### src/rtl/idm_pkg.sv
package idm_pkg;

    localparam int BYTE_W    = 8;
    localparam int SFR_NUM   = 5;
    localparam int SFR_IDX_W = $clog2(SFR_NUM);
    localparam int BANK_LSB  = 3;

    typedef enum logic [1:0] {
        ACC_DIRECT   = 2'd0,
        ACC_INDIRECT = 2'd1,
        ACC_REG      = 2'd2,
        ACC_BIT      = 2'd3
    } acc_kind_e;

    typedef enum logic [1:0] {
        TGT_NONE = 2'd0,
        TGT_RAM  = 2'd1,
        TGT_SFR  = 2'd2
    } tgt_e;

    typedef struct packed {
        tgt_e                 tgt;
        logic [BYTE_W-1:0]    addr;
        logic [2:0]           bitpos;
        logic                 is_bit;
        logic [SFR_IDX_W-1:0] sfr_idx;
    } dec_t;

    typedef struct packed {
        logic                 hit;
        logic [SFR_IDX_W-1:0] idx;
    } sfr_hit_t;

    // Index of the status register that carries the bank field.
    localparam int SFR_STATUS_IDX = 2;

    function automatic logic [BYTE_W-1:0] sfr_addr(input int i);
        case (i)
            0:       sfr_addr = 8'h80;
            1:       sfr_addr = 8'h90;
            2:       sfr_addr = 8'hD0;
            3:       sfr_addr = 8'hE0;
            default: sfr_addr = 8'hF0;
        endcase
    endfunction

    function automatic sfr_hit_t sfr_lookup(input logic [BYTE_W-1:0] a);
        sfr_hit_t r;
        r.hit = 1'b0;
        r.idx = '0;
        for (int i = 0; i < SFR_NUM; i++) begin
            if (a == sfr_addr(i)) begin
                r.hit = 1'b1;
                r.idx = SFR_IDX_W'(i);
            end
        end
        return r;
    endfunction

    function automatic logic [BYTE_W-1:0] merge_bit(input logic [BYTE_W-1:0] cur,
                                                    input logic [2:0] pos,
                                                    input logic val);
        logic [BYTE_W-1:0] m;
        m = cur;
        m[pos] = val;
        return m;
    endfunction

endpackage

### src/rtl/idm_decoder.sv
module idm_decoder
    import idm_pkg::*;
#(
    parameter bit EXTENDED = 1'b0
) (
    input  logic              valid,
    input  acc_kind_e         kind,
    input  logic [BYTE_W-1:0] addr,
    input  logic [1:0]        bank,
    output dec_t              dec
);

    sfr_hit_t direct_hit;
    sfr_hit_t bit_hit;
    logic     upper;

    always_comb begin
        upper      = addr[BYTE_W-1];
        direct_hit = sfr_lookup(addr);
        bit_hit    = sfr_lookup({addr[BYTE_W-1:3], 3'b000});

        dec         = '0;
        dec.tgt     = TGT_NONE;
        dec.bitpos  = addr[2:0];

        if (valid) begin
            unique case (kind)
                ACC_DIRECT: begin
                    dec.addr = addr;
                    if (!upper) begin
                        dec.tgt = TGT_RAM;
                    end else if (direct_hit.hit) begin
                        dec.tgt     = TGT_SFR;
                        dec.sfr_idx = direct_hit.idx;
                    end
                end
                ACC_INDIRECT: begin
                    dec.addr = addr;
                    if (!upper || EXTENDED) begin
                        dec.tgt = TGT_RAM;
                    end
                end
                ACC_REG: begin
                    dec.addr = {3'b000, bank, addr[2:0]};
                    dec.tgt  = TGT_RAM;
                end
                ACC_BIT: begin
                    dec.is_bit = 1'b1;
                    if (!upper) begin
                        dec.addr = {4'b0010, addr[6:3]};
                        dec.tgt  = TGT_RAM;
                    end else begin
                        dec.addr = {addr[BYTE_W-1:3], 3'b000};
                        if (bit_hit.hit) begin
                            dec.tgt     = TGT_SFR;
                            dec.sfr_idx = bit_hit.idx;
                        end
                    end
                end
                default: dec.tgt = TGT_NONE;
            endcase
        end
    end

endmodule

### src/rtl/idm_ram.sv
module idm_ram
    import idm_pkg::*;
#(
    parameter int DEPTH = 128,
    localparam int AW   = $clog2(DEPTH)
) (
    input  logic              clk,
    input  logic              rst,
    input  logic [AW-1:0]     addr,
    input  logic              we,
    input  logic [BYTE_W-1:0] wdata,
    output logic [BYTE_W-1:0] rdata
);

    logic [BYTE_W-1:0] mem [DEPTH];

    // Contents are not reset; only the write port is sequential.
    always_ff @(posedge clk) begin
        if (we) begin
            mem[addr] <= wdata;
        end
    end

    assign rdata = mem[addr];


    ram_write_lands_chk: assert property (@(posedge clk) disable iff (rst)
        we |=> (mem[$past(addr)] == $past(wdata)));

endmodule

### src/rtl/idm_sfr_file.sv
module idm_sfr_file
    import idm_pkg::*;
(
    input  logic                 clk,
    input  logic                 rst,
    input  logic [SFR_IDX_W-1:0] idx,
    input  logic                 we,
    input  logic [BYTE_W-1:0]    wdata,
    output logic [BYTE_W-1:0]    rdata,
    output logic [1:0]           bank
);

    logic [BYTE_W-1:0] regs [SFR_NUM];

    for (genvar g = 0; g < SFR_NUM; g++) begin : g_reg
        always_ff @(posedge clk) begin
            if (rst) begin
                regs[g] <= '0;
            end else if (we && idx == SFR_IDX_W'(g)) begin
                regs[g] <= wdata;
            end
        end
    end

    always_comb begin
        rdata = '0;
        for (int i = 0; i < SFR_NUM; i++) begin
            if (idx == SFR_IDX_W'(i)) rdata = regs[i];
        end
    end

    assign bank = regs[SFR_STATUS_IDX][BANK_LSB+1:BANK_LSB];


    bank_follows_status_chk: assert property (@(posedge clk) disable iff (rst)
        (we && idx == SFR_IDX_W'(SFR_STATUS_IDX))
        |=> (bank == $past(wdata[BANK_LSB+1:BANK_LSB])));


    bank_reset_zero_chk: assert property (@(posedge clk) disable iff (rst)
        $past(rst) |-> (bank == 2'b00));

endmodule

### src/rtl/idm_data_space.sv
module idm_data_space
    import idm_pkg::*;
#(
    parameter bit EXTENDED = 1'b0,
    localparam int RAM_DEPTH = EXTENDED ? 256 : 128,
    localparam int RAM_AW    = $clog2(RAM_DEPTH)
) (
    input  logic        clk,
    input  logic        rst,
    input  logic        req_valid,
    input  logic [1:0]  req_kind,
    input  logic [7:0]  req_addr,
    input  logic        req_wr,
    input  logic [7:0]  req_wdata,
    output logic [7:0]  rd_data,
    output logic        err,
    output logic [1:0]  bank_sel
);

    dec_t              dec;
    acc_kind_e         kind;
    logic [BYTE_W-1:0] ram_rdata;
    logic [BYTE_W-1:0] sfr_rdata;
    logic [BYTE_W-1:0] cur_byte;
    logic [BYTE_W-1:0] new_byte;
    logic              do_write;
    logic              ram_we;
    logic              sfr_we;

    assign kind = acc_kind_e'(req_kind);

    idm_decoder #(.EXTENDED(EXTENDED)) u_dec (
        .valid (req_valid),
        .kind  (kind),
        .addr  (req_addr),
        .bank  (bank_sel),
        .dec   (dec)
    );

    idm_ram #(.DEPTH(RAM_DEPTH)) u_ram (
        .clk   (clk),
        .rst   (rst),
        .addr  (dec.addr[RAM_AW-1:0]),
        .we    (ram_we),
        .wdata (new_byte),
        .rdata (ram_rdata)
    );

    idm_sfr_file u_sfr (
        .clk   (clk),
        .rst   (rst),
        .idx   (dec.sfr_idx),
        .we    (sfr_we),
        .wdata (new_byte),
        .rdata (sfr_rdata),
        .bank  (bank_sel)
    );

    always_comb begin
        unique case (dec.tgt)
            TGT_RAM: cur_byte = ram_rdata;
            TGT_SFR: cur_byte = sfr_rdata;
            default: cur_byte = '0;
        endcase
        new_byte = dec.is_bit ? merge_bit(cur_byte, dec.bitpos, req_wdata[0])
                              : req_wdata;
        do_write = req_valid && req_wr && !rst;
        ram_we   = do_write && dec.tgt == TGT_RAM;
        sfr_we   = do_write && dec.tgt == TGT_SFR;
        err      = req_valid && dec.tgt == TGT_NONE;
        if (!req_valid) begin
            rd_data = '0;
        end else if (dec.is_bit) begin
            rd_data = {7'b0, cur_byte[dec.bitpos]};
        end else begin
            rd_data = cur_byte;
        end
    end


    indirect_no_sfr_chk: assert property (@(posedge clk) disable iff (rst)
        (req_valid && kind == ACC_INDIRECT) |-> (dec.tgt != TGT_SFR));


    reg_in_bank_area_chk: assert property (@(posedge clk) disable iff (rst)
        (req_valid && kind == ACC_REG) |-> (dec.tgt == TGT_RAM && dec.addr < 8'h20));


    low_bit_in_bit_area_chk: assert property (@(posedge clk) disable iff (rst)
        (req_valid && kind == ACC_BIT && !req_addr[7])
        |-> (dec.addr >= 8'h20 && dec.addr <= 8'h2F));


    err_blocks_write_chk: assert property (@(posedge clk) disable iff (rst)
        err |-> (!ram_we && !sfr_we && rd_data == 8'h00));


    idle_quiet_chk: assert property (@(posedge clk) disable iff (rst)
        !req_valid |-> (rd_data == 8'h00 && !err && !ram_we && !sfr_we));

endmodule

### config.mk
export PLATFORM = sky130hd
export DESIGN_NAME = idm_data_space
export DESIGN_NICKNAME = d
export VERILOG_FILES = /design/src/rtl/idm_pkg.sv /design/src/rtl/idm_decoder.sv /design/src/rtl/idm_ram.sv /design/src/rtl/idm_sfr_file.sv /design/src/rtl/idm_data_space.sv
export SDC_FILE = /design/constraint.sdc
export NUM_CORES = 1
export LEC_CHECK = 0
export CAP_MARGIN = 25
export CORE_UTILIZATION = 30
export DETAILED_ROUTE_END_ITERATION = 12
export DONT_BUFFER_PORTS = 1
export REMOVE_ABC_BUFFERS = 1
export SLEW_MARGIN = 10
export SYNTH_ARGS = -nofsm -noshare
export SYNTH_HDL_FRONTEND = slang
export SYNTH_HIERARCHICAL = 1
export SYNTH_SLANG_ARGS = --single-unit
### constraint.sdc
create_clock -name clk -period 23.6 [get_ports clk]
set_clock_uncertainty 0.05 [all_clocks]
set_input_delay 3.54 -clock clk [delete_from_list [all_inputs] [get_ports clk]]
set_output_delay 3.54 -clock clk [all_outputs]
set_load 0.02 [all_outputs]
Word-level counts from Yosys, hierarchy flattened
Memory sizes are Yosys's and may differ from the RTL's.
Cells that the tools add are included.
W data, S select, Z words.
Word-level totals
  output and inout port bits: 11
  input port bits: 22
  bits in writable memories: 1064
  bits in read-only memories: 0
  memories: 2
  word-level logic and storage cells: 105
  bits in latches: 0
  flip-flop bits (word level): 0
Memory list
  u_ram.mem: words 128, bits a word 8, rd ports 1, clocked after memory_dff 0, wr ports 1, line idm_ram.sv:15  | logic [BYTE_W-1:0] mem [DEPTH];
  u_sfr.regs: words 5, bits a word 8, rd ports 5, clocked after memory_dff 0, wr ports 5, line idm_sfr_file.sv:13  | logic [BYTE_W-1:0] regs [SFR_NUM];
Operators by class
  multiplexer cells: 62
  eq/ne operators: 19
  divide/modulo/power cells: 0
  multipliers: 0
  reductions and logical operators: 15
  bitwise logic cells: 5
  $lt $le $gt $ge: 2
  shift operators: 0
  add/sub/neg operators: 0
Operator list (count)
  $mux W8: 13
  $mux W4: 11
  $eq A8 B8 Y1 const B: 5
  $pmux W10 S4: 1
  $eq A5 B5 Y1 const B: 5
  $mux W1: 23
  $mux W10: 2
  $pmux W8 S2: 1
  $mux W3: 4
  $logic_and A1 B1 Y1: 11
  $bwmux W8: 1
  $eq A2 B2 Y1 const B: 3
  $eq A3 B2 Y1 const B: 2
  $mux W2: 3
  $pmux W3 S2: 1
  $or A1 B1 Y1: 5
  $eq A2 B1 Y1 const B: 2
  $logic_not A2 Y1: 2
  $lt A3 B4 Y1 const B: 1
  $bmux W1 S3: 1
  $demux W1 S3: 1
  $eq A3 B1 Y1 const B: 1
  $eq A3 B3 Y1 const B: 1
  $ge A3 B1 Y1 const B: 1
  other kinds (2): 2

Depth between registers and ports, before layout
Gate-level depths: netlist of the first run.
  word-level depth: 21
  depth in mapped cells: 22
  mapped depth without buffers: 17

Cells and area by module
Netlist of the first run, hierarchy kept.
By module, submodules not included
  idm_ram: cells each 2467, times used 1, area an instance 40273.6 µm², sequential area each 30749.5 µm²
  idm_sfr_file: cells each 140, times used 1, area an instance 1941.9 µm², sequential area each 1201.2 µm²
  idm_data_space: cells each 89, times used 1, area an instance 576.8 µm², sequential area each 0.0 µm²
  idm_decoder: cells each 57, times used 1, area an instance 414.1 µm², sequential area each 0.0 µm²

Worst setup path after synthesis of the first run
No wires, ideal clock.
  kind: input -> register
  from: input port req_kind[0]
  to: memory u_ram.mem[0][7], data pin
  buffers on the path: 4
  data arrival time: 9.973 ns
  path slack: 12.584 ns
  cell stages on the path: 17
  library setup time: 0.992 ns
  data required time: 22.558 ns
  cells stage by stage: inv_1 -> ha_1 -> buf_6 -> or3_4 -> a22oi_1 -> nor2b_1 -> buf_6 -> nor2_1 -> buf_2 -> buf_1 -> a221oi_1 -> o221ai_1 -> o311ai_0 -> nand4b_1 -> a22oi_1 -> a311o_1 -> a31oi_1
RTL lines
  start: declaration: line idm_data_space.sv:11  | input logic [1:0] req_kind,
  end: declaration: line idm_ram.sv:15

==> results of run 1 <==
routing by layer:
metal	up-vias	part of all wire	global-route usage
met2	1589	0.45	0.260
met3	313	0.099	0.0323
met5	-	0.00020	0
met1	13600	0.41	0.238
li1	11000	-	-
met4	4	0.045	0.0724
worst paths after layout:
| path | endpoint | slack, ps | cells past startpoint |
|---|---|---|---|
| max | rd_data[0] | 10340 | 18 |
| min | u_ram/mem[104][0]$_DFFE_PP_ | 1590 | 5 |
| max reg2reg | u_sfr/regs[4][7]$_SDFFCE_PN0P_ | 16970 | 16 |
| min reg2reg | u_ram/mem[104][0]$_DFFE_PP_ | 1590 | 5 |
where the power goes:
group          internal (mW)  switching, mW  total [mW]
clock network          0.982          0.704        1.69
logic                 0.0757          0.226       0.301
registers               2.10        0.00165        2.10
total                   3.16          0.932        4.09
cell type report:
type	instances	area, sq um	share of cell area
inverter	13	51.3	0.00105
sequential	1064	32000	0.656
clock buffer	133	2880	0.0592
timing repair buffer	78	643	0.0132
tap	1890	2360	0.0486
clock inverter	61	584	0.0120
multi-input combinational	1457	10200	0.210
worst max-delay path, stage by stage:
cell and delay (ps):
sky130_fd_sc_hd__inv_1 40, sky130_fd_sc_hd__ha_1 310, sky130_fd_sc_hd__or3_4 380, sky130_fd_sc_hd__a22oi_1 250, sky130_fd_sc_hd__nor2b_4 60, sky130_fd_sc_hd__buf_4 340
sky130_fd_sc_hd__buf_4 410, sky130_fd_sc_hd__nor2_4 570, sky130_fd_sc_hd__buf_4 500, sky130_fd_sc_hd__buf_4 560, sky130_fd_sc_hd__a221oi_1 170, sky130_fd_sc_hd__o221ai_1 490
sky130_fd_sc_hd__o311ai_0 420, sky130_fd_sc_hd__nand4b_1 410, sky130_fd_sc_hd__a22oi_1 200, sky130_fd_sc_hd__o211ai_1 200, sky130_fd_sc_hd__a21boi_1 100, sky130_fd_sc_hd__o31ai_2 520
cells in the final DEF (no fill, tap or decap), types with 5 or more instances in the layout:
cell / n
sky130_fd_sc_hd__edfxtp_1: 1064
sky130_fd_sc_hd__nor2_1: 264
sky130_fd_sc_hd__a221oi_1: 220
sky130_fd_sc_hd__a21oi_1: 132
sky130_fd_sc_hd__clkbuf_16: 112
sky130_fd_sc_hd__nand2_1: 109
sky130_fd_sc_hd__a22oi_1: 87
sky130_fd_sc_hd__o21ai_0: 84
sky130_fd_sc_hd__mux2i_1: 71
sky130_fd_sc_hd__buf_4: 70
sky130_fd_sc_hd__mux2_2: 64
sky130_fd_sc_hd__and2_1: 48
sky130_fd_sc_hd__a22o_1: 41
sky130_fd_sc_hd__clkinv_1: 26
sky130_fd_sc_hd__o22ai_1: 24
sky130_fd_sc_hd__a221o_1: 23
sky130_fd_sc_hd__o221ai_1: 22
sky130_fd_sc_hd__clkbuf_1: 21
sky130_fd_sc_hd__nand3_1: 21
sky130_fd_sc_hd__clkinv_2: 16
sky130_fd_sc_hd__nor3_1: 15
sky130_fd_sc_hd__nor2b_1: 14
sky130_fd_sc_hd__o211ai_1: 13
sky130_fd_sc_hd__nand2b_1: 11
sky130_fd_sc_hd__bufinv_16: 11
sky130_fd_sc_hd__mux4_2: 11
sky130_fd_sc_hd__o22a_1: 11
sky130_fd_sc_hd__nand4_1: 10
sky130_fd_sc_hd__inv_1: 9
sky130_fd_sc_hd__a211oi_1: 9
sky130_fd_sc_hd__o31ai_1: 7
sky130_fd_sc_hd__ha_1: 7
sky130_fd_sc_hd__nor2b_4: 7
sky130_fd_sc_hd__a21oi_4: 6
sky130_fd_sc_hd__mux2_1: 5
sky130_fd_sc_hd__nor3_2: 5
sequential cells by signal, summed over array words and instances (netlist names):
signal and cells:
u_sfr/regs 40, u_ram/mem 1024
==> impl_metrics.json, run 1 <==
{
  "maxSlewHeadroom": 0.238,
  "post_synth_design_cell_area_sq_um": 43200,
  "synth_warnings": 6,
  "finalSetupViolCount": 0,
  "required_ps": 20010,
  "grt_max_degree": 112,
  "port-buffer-count": 0,
  "dpl.hpwl_um": 75400,
  "vias": 26500,
  "setup.worst_path.class": "input pin to output port",
  "dieHeight_um": 381,
  "clock_pin_slew_on_the_worst_setup_and_hold_paths_ps": 60,
  "drc_errors": 0,
  "post_synth.cell_area_avg_sq_um": 15.7,
  "reg2reg_from": "u_sfr/regs[2][4]$_SDFFCE_PN0P_",
  "dieWidth_um": 381,
  "i_o_pin_count": 33,
  "critPathLaunchType": "input pin",
  "starting_density_of_the_core": 0.304,
  "layout.cell_area.non_filler_sq_um": 48700,
  "routabilityCongestion": 0.917,
  "fill_cells": 13500,
  "clock_insertion_delay_worst_skew_ps": 680,
  "final_core_util": 0.342,
  "antenna-diode-count": 0,
  "area_growth_syn_to_layout_pct": 12.7,
  "worst_ir_drop_vdd_v": 0.0000685,
  "max_freq_mhz": 75.4,
  "cts_resized": 0,
  "finalHoldViolCount": 0,
  "power_per_cell_area_nw_per_um2": 84.0,
  "cap_viol_max_count": 0,
  "post-place-ws_ps": 10450,
  "root_buffer": "sky130_fd_sc_hd__clkbuf_16",
  "post-route-period-util": 0.562,
  "post_cts_buffers": 0,
  "cts_inserted_buffers": 109,
  "tritoncts_clock_tree": "built",
  "post_route_cells_drive_above_1_share": 0.130,
  "wl_per_cell_um": 27.3,
  "postRouteWirelength_um": 128000,
  "hold_path.class": "flop to flop",
  "placement_rows": 138,
  "arrival_time_worst_endpoint_ps": 9670,
  "grt_first_pass_wirelength_um": 184000,
  "grt_setup_unrepaired": "false",
  "drt_iter0_drc": 3695,
  "die-area_sq_um": 146000,
  "post_drt_via_cell_ratio": 5.65,
  "track_usage": 0.171,
  "layout_min_cycle_time_ps": 13260,
  "placed_cells_incl_taps": 4499,
  "placed_cell_area_sq_um": 45200,
  "core_sq_um": 142000,
  "setup_ws_ps": 10340,
  "max_slew.worst_pin.slew_ps": 1140,
  "timing.setup.tns_ps": 0,
  "cts_hold_repair_buffers": 0,
  "final-instance-count-excl-fill": 4696,
  "drt_pre_antenna_iters": 6,
  "detail-route-antenna-nets": 0,
  "timing.final.max_slew_violations": 0,
  "clock-sinks": 1064,
  "grt_antenna_before_repair": 3,
  "grt_overflow": 0,
  "report.power.total_mw": 4.09,
  "max_fanout_on_critical_path": 41,
  "worst_setup_path_startpoint": "req_kind[0]",
  "static_leakage_nw": 14.7,
  "grt_pass1_vias": 25300,
  "hold-worst-slack_ps": 1590,
  "clock_tree.buffer_depth": 3,
  "cts_max_level": 3,
  "endpoint_kind": "output port",
  "run_status": "finished, final reports clean",
  "min_from": "u_sfr/regs[3][0]$_SDFFCE_PN0P_",
  "number_of_cells_produced_by_synthesis": 2752,
  "final_net_count": 2752
}
Power figures use the tool's default switching activity.
==> inputs of run 2 (changes only) <==
==> constraint.sdc (replaced) <==
create_clock -name clk -period 12.35 [get_ports clk]
set_clock_uncertainty 0.05 [all_clocks]
set_input_delay 1.8525 -clock clk [delete_from_list [all_inputs] [get_ports clk]]
set_output_delay 1.8525 -clock clk [all_outputs]
set_load 0.02 [all_outputs]
==> run 2 against run 1 <==
Effect of this change: clock power grew 88%; critical endpoint unchanged; flip-flop and latch count is the same; non-clock buffer count grew 4; critical path depth is the same; setup slack lost 7400 ps; utilization is essentially flat; via count grew 0.18%; critical path type unchanged.
==> impl_metrics.json, run 2 (synthesis gave the netlist of run 1 again) <==
{
  "drc_errors": 0,
  "worstPathCellList": "inv_1, ha_1, nor3b_2, a22oi_1, nor2b_4, buf_4, inv_2, buf_4, nand2_1, o22ai_1, a221oi_1, o21ai_0, nor3_1, nand4_1, a22oi_2, o221ai_1, a21boi_1, o31ai_2",
  "placement_rows": 138,
  "layout_commonest_cell": "sky130_fd_sc_hd__edfxtp_1",
  "antenna-diode-count": 0,
  "setup.worst_path.class": "input pin to output port",
  "vias": 26600,
  "endpoint_kind": "output port",
  "top_register": "u_ram/mem",
  "max_fanout_on_critical_path": 29,
  "i_o_pin_count": 33,
  "cts_resized": 0,
  "clock_tree.buffer_depth": 3,
  "path_common_cell": "sky130_fd_sc_hd__buf_4",
  "placed_cells_incl_taps": 4503,
  "cts_hold_repair_buffers": 0,
  "core_sq_um": 142000,
  "grt_setup_unrepaired": "false",
  "clock-sinks": 1064,
  "finalHoldViolCount": 0,
  "drt_iter0_drc": 3507,
  "postRouteWirelength_um": 129000,
  "largest_register_ff_count": 1024,
  "tritoncts_clock_tree": "built",
  "worst_ir_drop_vdd_v": 0.000110,
  "clock_pin_slew_on_the_worst_setup_and_hold_paths_ps": 60,
  "final_core_util": 0.342,
  "critPathSlowestCell": "sky130_fd_sc_hd__a221oi_1",
  "required_ps": 10450,
  "post_cts_buffers": 0,
  "timing.final.max_slew_violations": 0,
  "final-instance-count-excl-fill": 4707,
  "timing.setup.tns_ps": 0,
  "root_buffer": "sky130_fd_sc_hd__clkbuf_16",
  "cp_top_family": "compound AO/OA/AOI/OAI gates",
  "track_usage": 0.172,
  "hold_path.class": "input pin to flop",
  "port-buffer-count": 0,
  "most_frequent_cells_in_the_layout": "sky130_fd_sc_hd__edfxtp_1 (1064), sky130_fd_sc_hd__nor2_1 (264), sky130_fd_sc_hd__a221oi_1 (220)",
  "detail-route-antenna-nets": 0,
  "dpl.hpwl_um": 76000,
  "post-route-period-util": 0.764,
  "report.power.total_mw": 7.77,
  "routabilityCongestion": 0.894,
  "cts_max_level": 3,
  "placed_cell_area_sq_um": 45200,
  "starting_density_of_the_core": 0.304,
  "clock_insertion_delay_worst_skew_ps": 680,
  "run_status": "finished, final reports clean",
  "drt_pre_antenna_iters": 6,
  "arrival_time_worst_endpoint_ps": 7540,
  "post_drt_via_cell_ratio": 5.64,
  "grt_antenna_before_repair": 2,
  "layout_min_cycle_time_ps": 9440,
  "final_net_count": 2756,
  "wl_per_cell_um": 27.4,
  "die-area_sq_um": 146000,
  "critPathLaunchType": "input pin",
  "crit_path_max_incr_delay_ps": 780,
  "layout.cell_area.non_filler_sq_um": 48700,
  "power_per_cell_area_nw_per_um2": 160,
  "post_route_cells_drive_above_1_share": 0.129,
  "dieHeight_um": 381,
  "cap_viol_max_count": 0,
  "maxSlewHeadroom": 0.228,
  "cts_inserted_buffers": 109,
  "finalSetupViolCount": 0,
  "worst-path-buf-inv": 4,
  "grt_pass1_vias": 25600,
  "area_growth_syn_to_layout_pct": 12.7,
  "reg_top3": "u_ram/mem (1024), u_sfr/regs (40)",
  "grt_overflow": 0,
  "max_slew.worst_pin.slew_ps": 1150,
  "grt_first_pass_wirelength_um": 186000,
  "grt_max_degree": 114,
  "static_leakage_nw": 14.7,
  "dieWidth_um": 381,
  "max_freq_mhz": 106
}
==> run 2: cell types whose count changed in the layout (fill, tap and decap cells not counted), sizes merged <==
| cell | delta |
|---|---|
| bufinv | -3 |
| clkinv | +6 |
| buf | +4 |
| inv | +2 |
| clkinvlp | +2 |
==> run 2: cell type report <==
cell class              instances  area (sq um)
multi-input cells            1457         10200
inverters                      13          51.3
well taps                    1890          2360
clock inverters                68           549
fillers                     13600         93600
clock buffers                 133          2880
repair buffers                 82           708
flip-flops and latches       1064         32000
==> run 2: path summary, 6_finish.rpt <==
path,end,slack [ps],cells past startpoint,start
max,rd_data[0],2910,18,req_kind[0]
min,u_sfr/regs[2][4]$_SDFFCE_PN0P_,1530,1,rst
max reg2reg,u_sfr/regs[0][6]$_SDFFCE_PN0P_,6050,16,u_sfr/regs[2][3]$_SDFFCE_PN0P_
min reg2reg,u_ram/mem[107][7]$_DFFE_PP_,1560,5,u_sfr/regs[3][7]$_SDFFCE_PN0P_
==> run 2: report_power, final <==
group | switching, mW | internal [mW] | total (mW)
sequential | 0.00305 | 4.01 | 4.02
clock | 1.36 | 1.82 | 3.18
combinational | 0.427 | 0.145 | 0.572
total | 1.79 | 5.98 | 7.77
==> run 2: layer usage <==
metal,vias to the layer above,GRT usage,wire length (um)
met4,2,0.0625,5060
li1,11100,-,-
met3,296,0.0354,13100
met1,13700,0.236,51900
met5,-,0,16
met2,1534,0.267,58700
==> run 2: metrics by stage <==
step,hold slack [ps],setup WS [ps]
after global placement,1650,3120
after floorplan,1780,-12120
final,1530,2910
after global routing,1510,2760
after CTS,1510,3070
after detailed placement,1550,3080
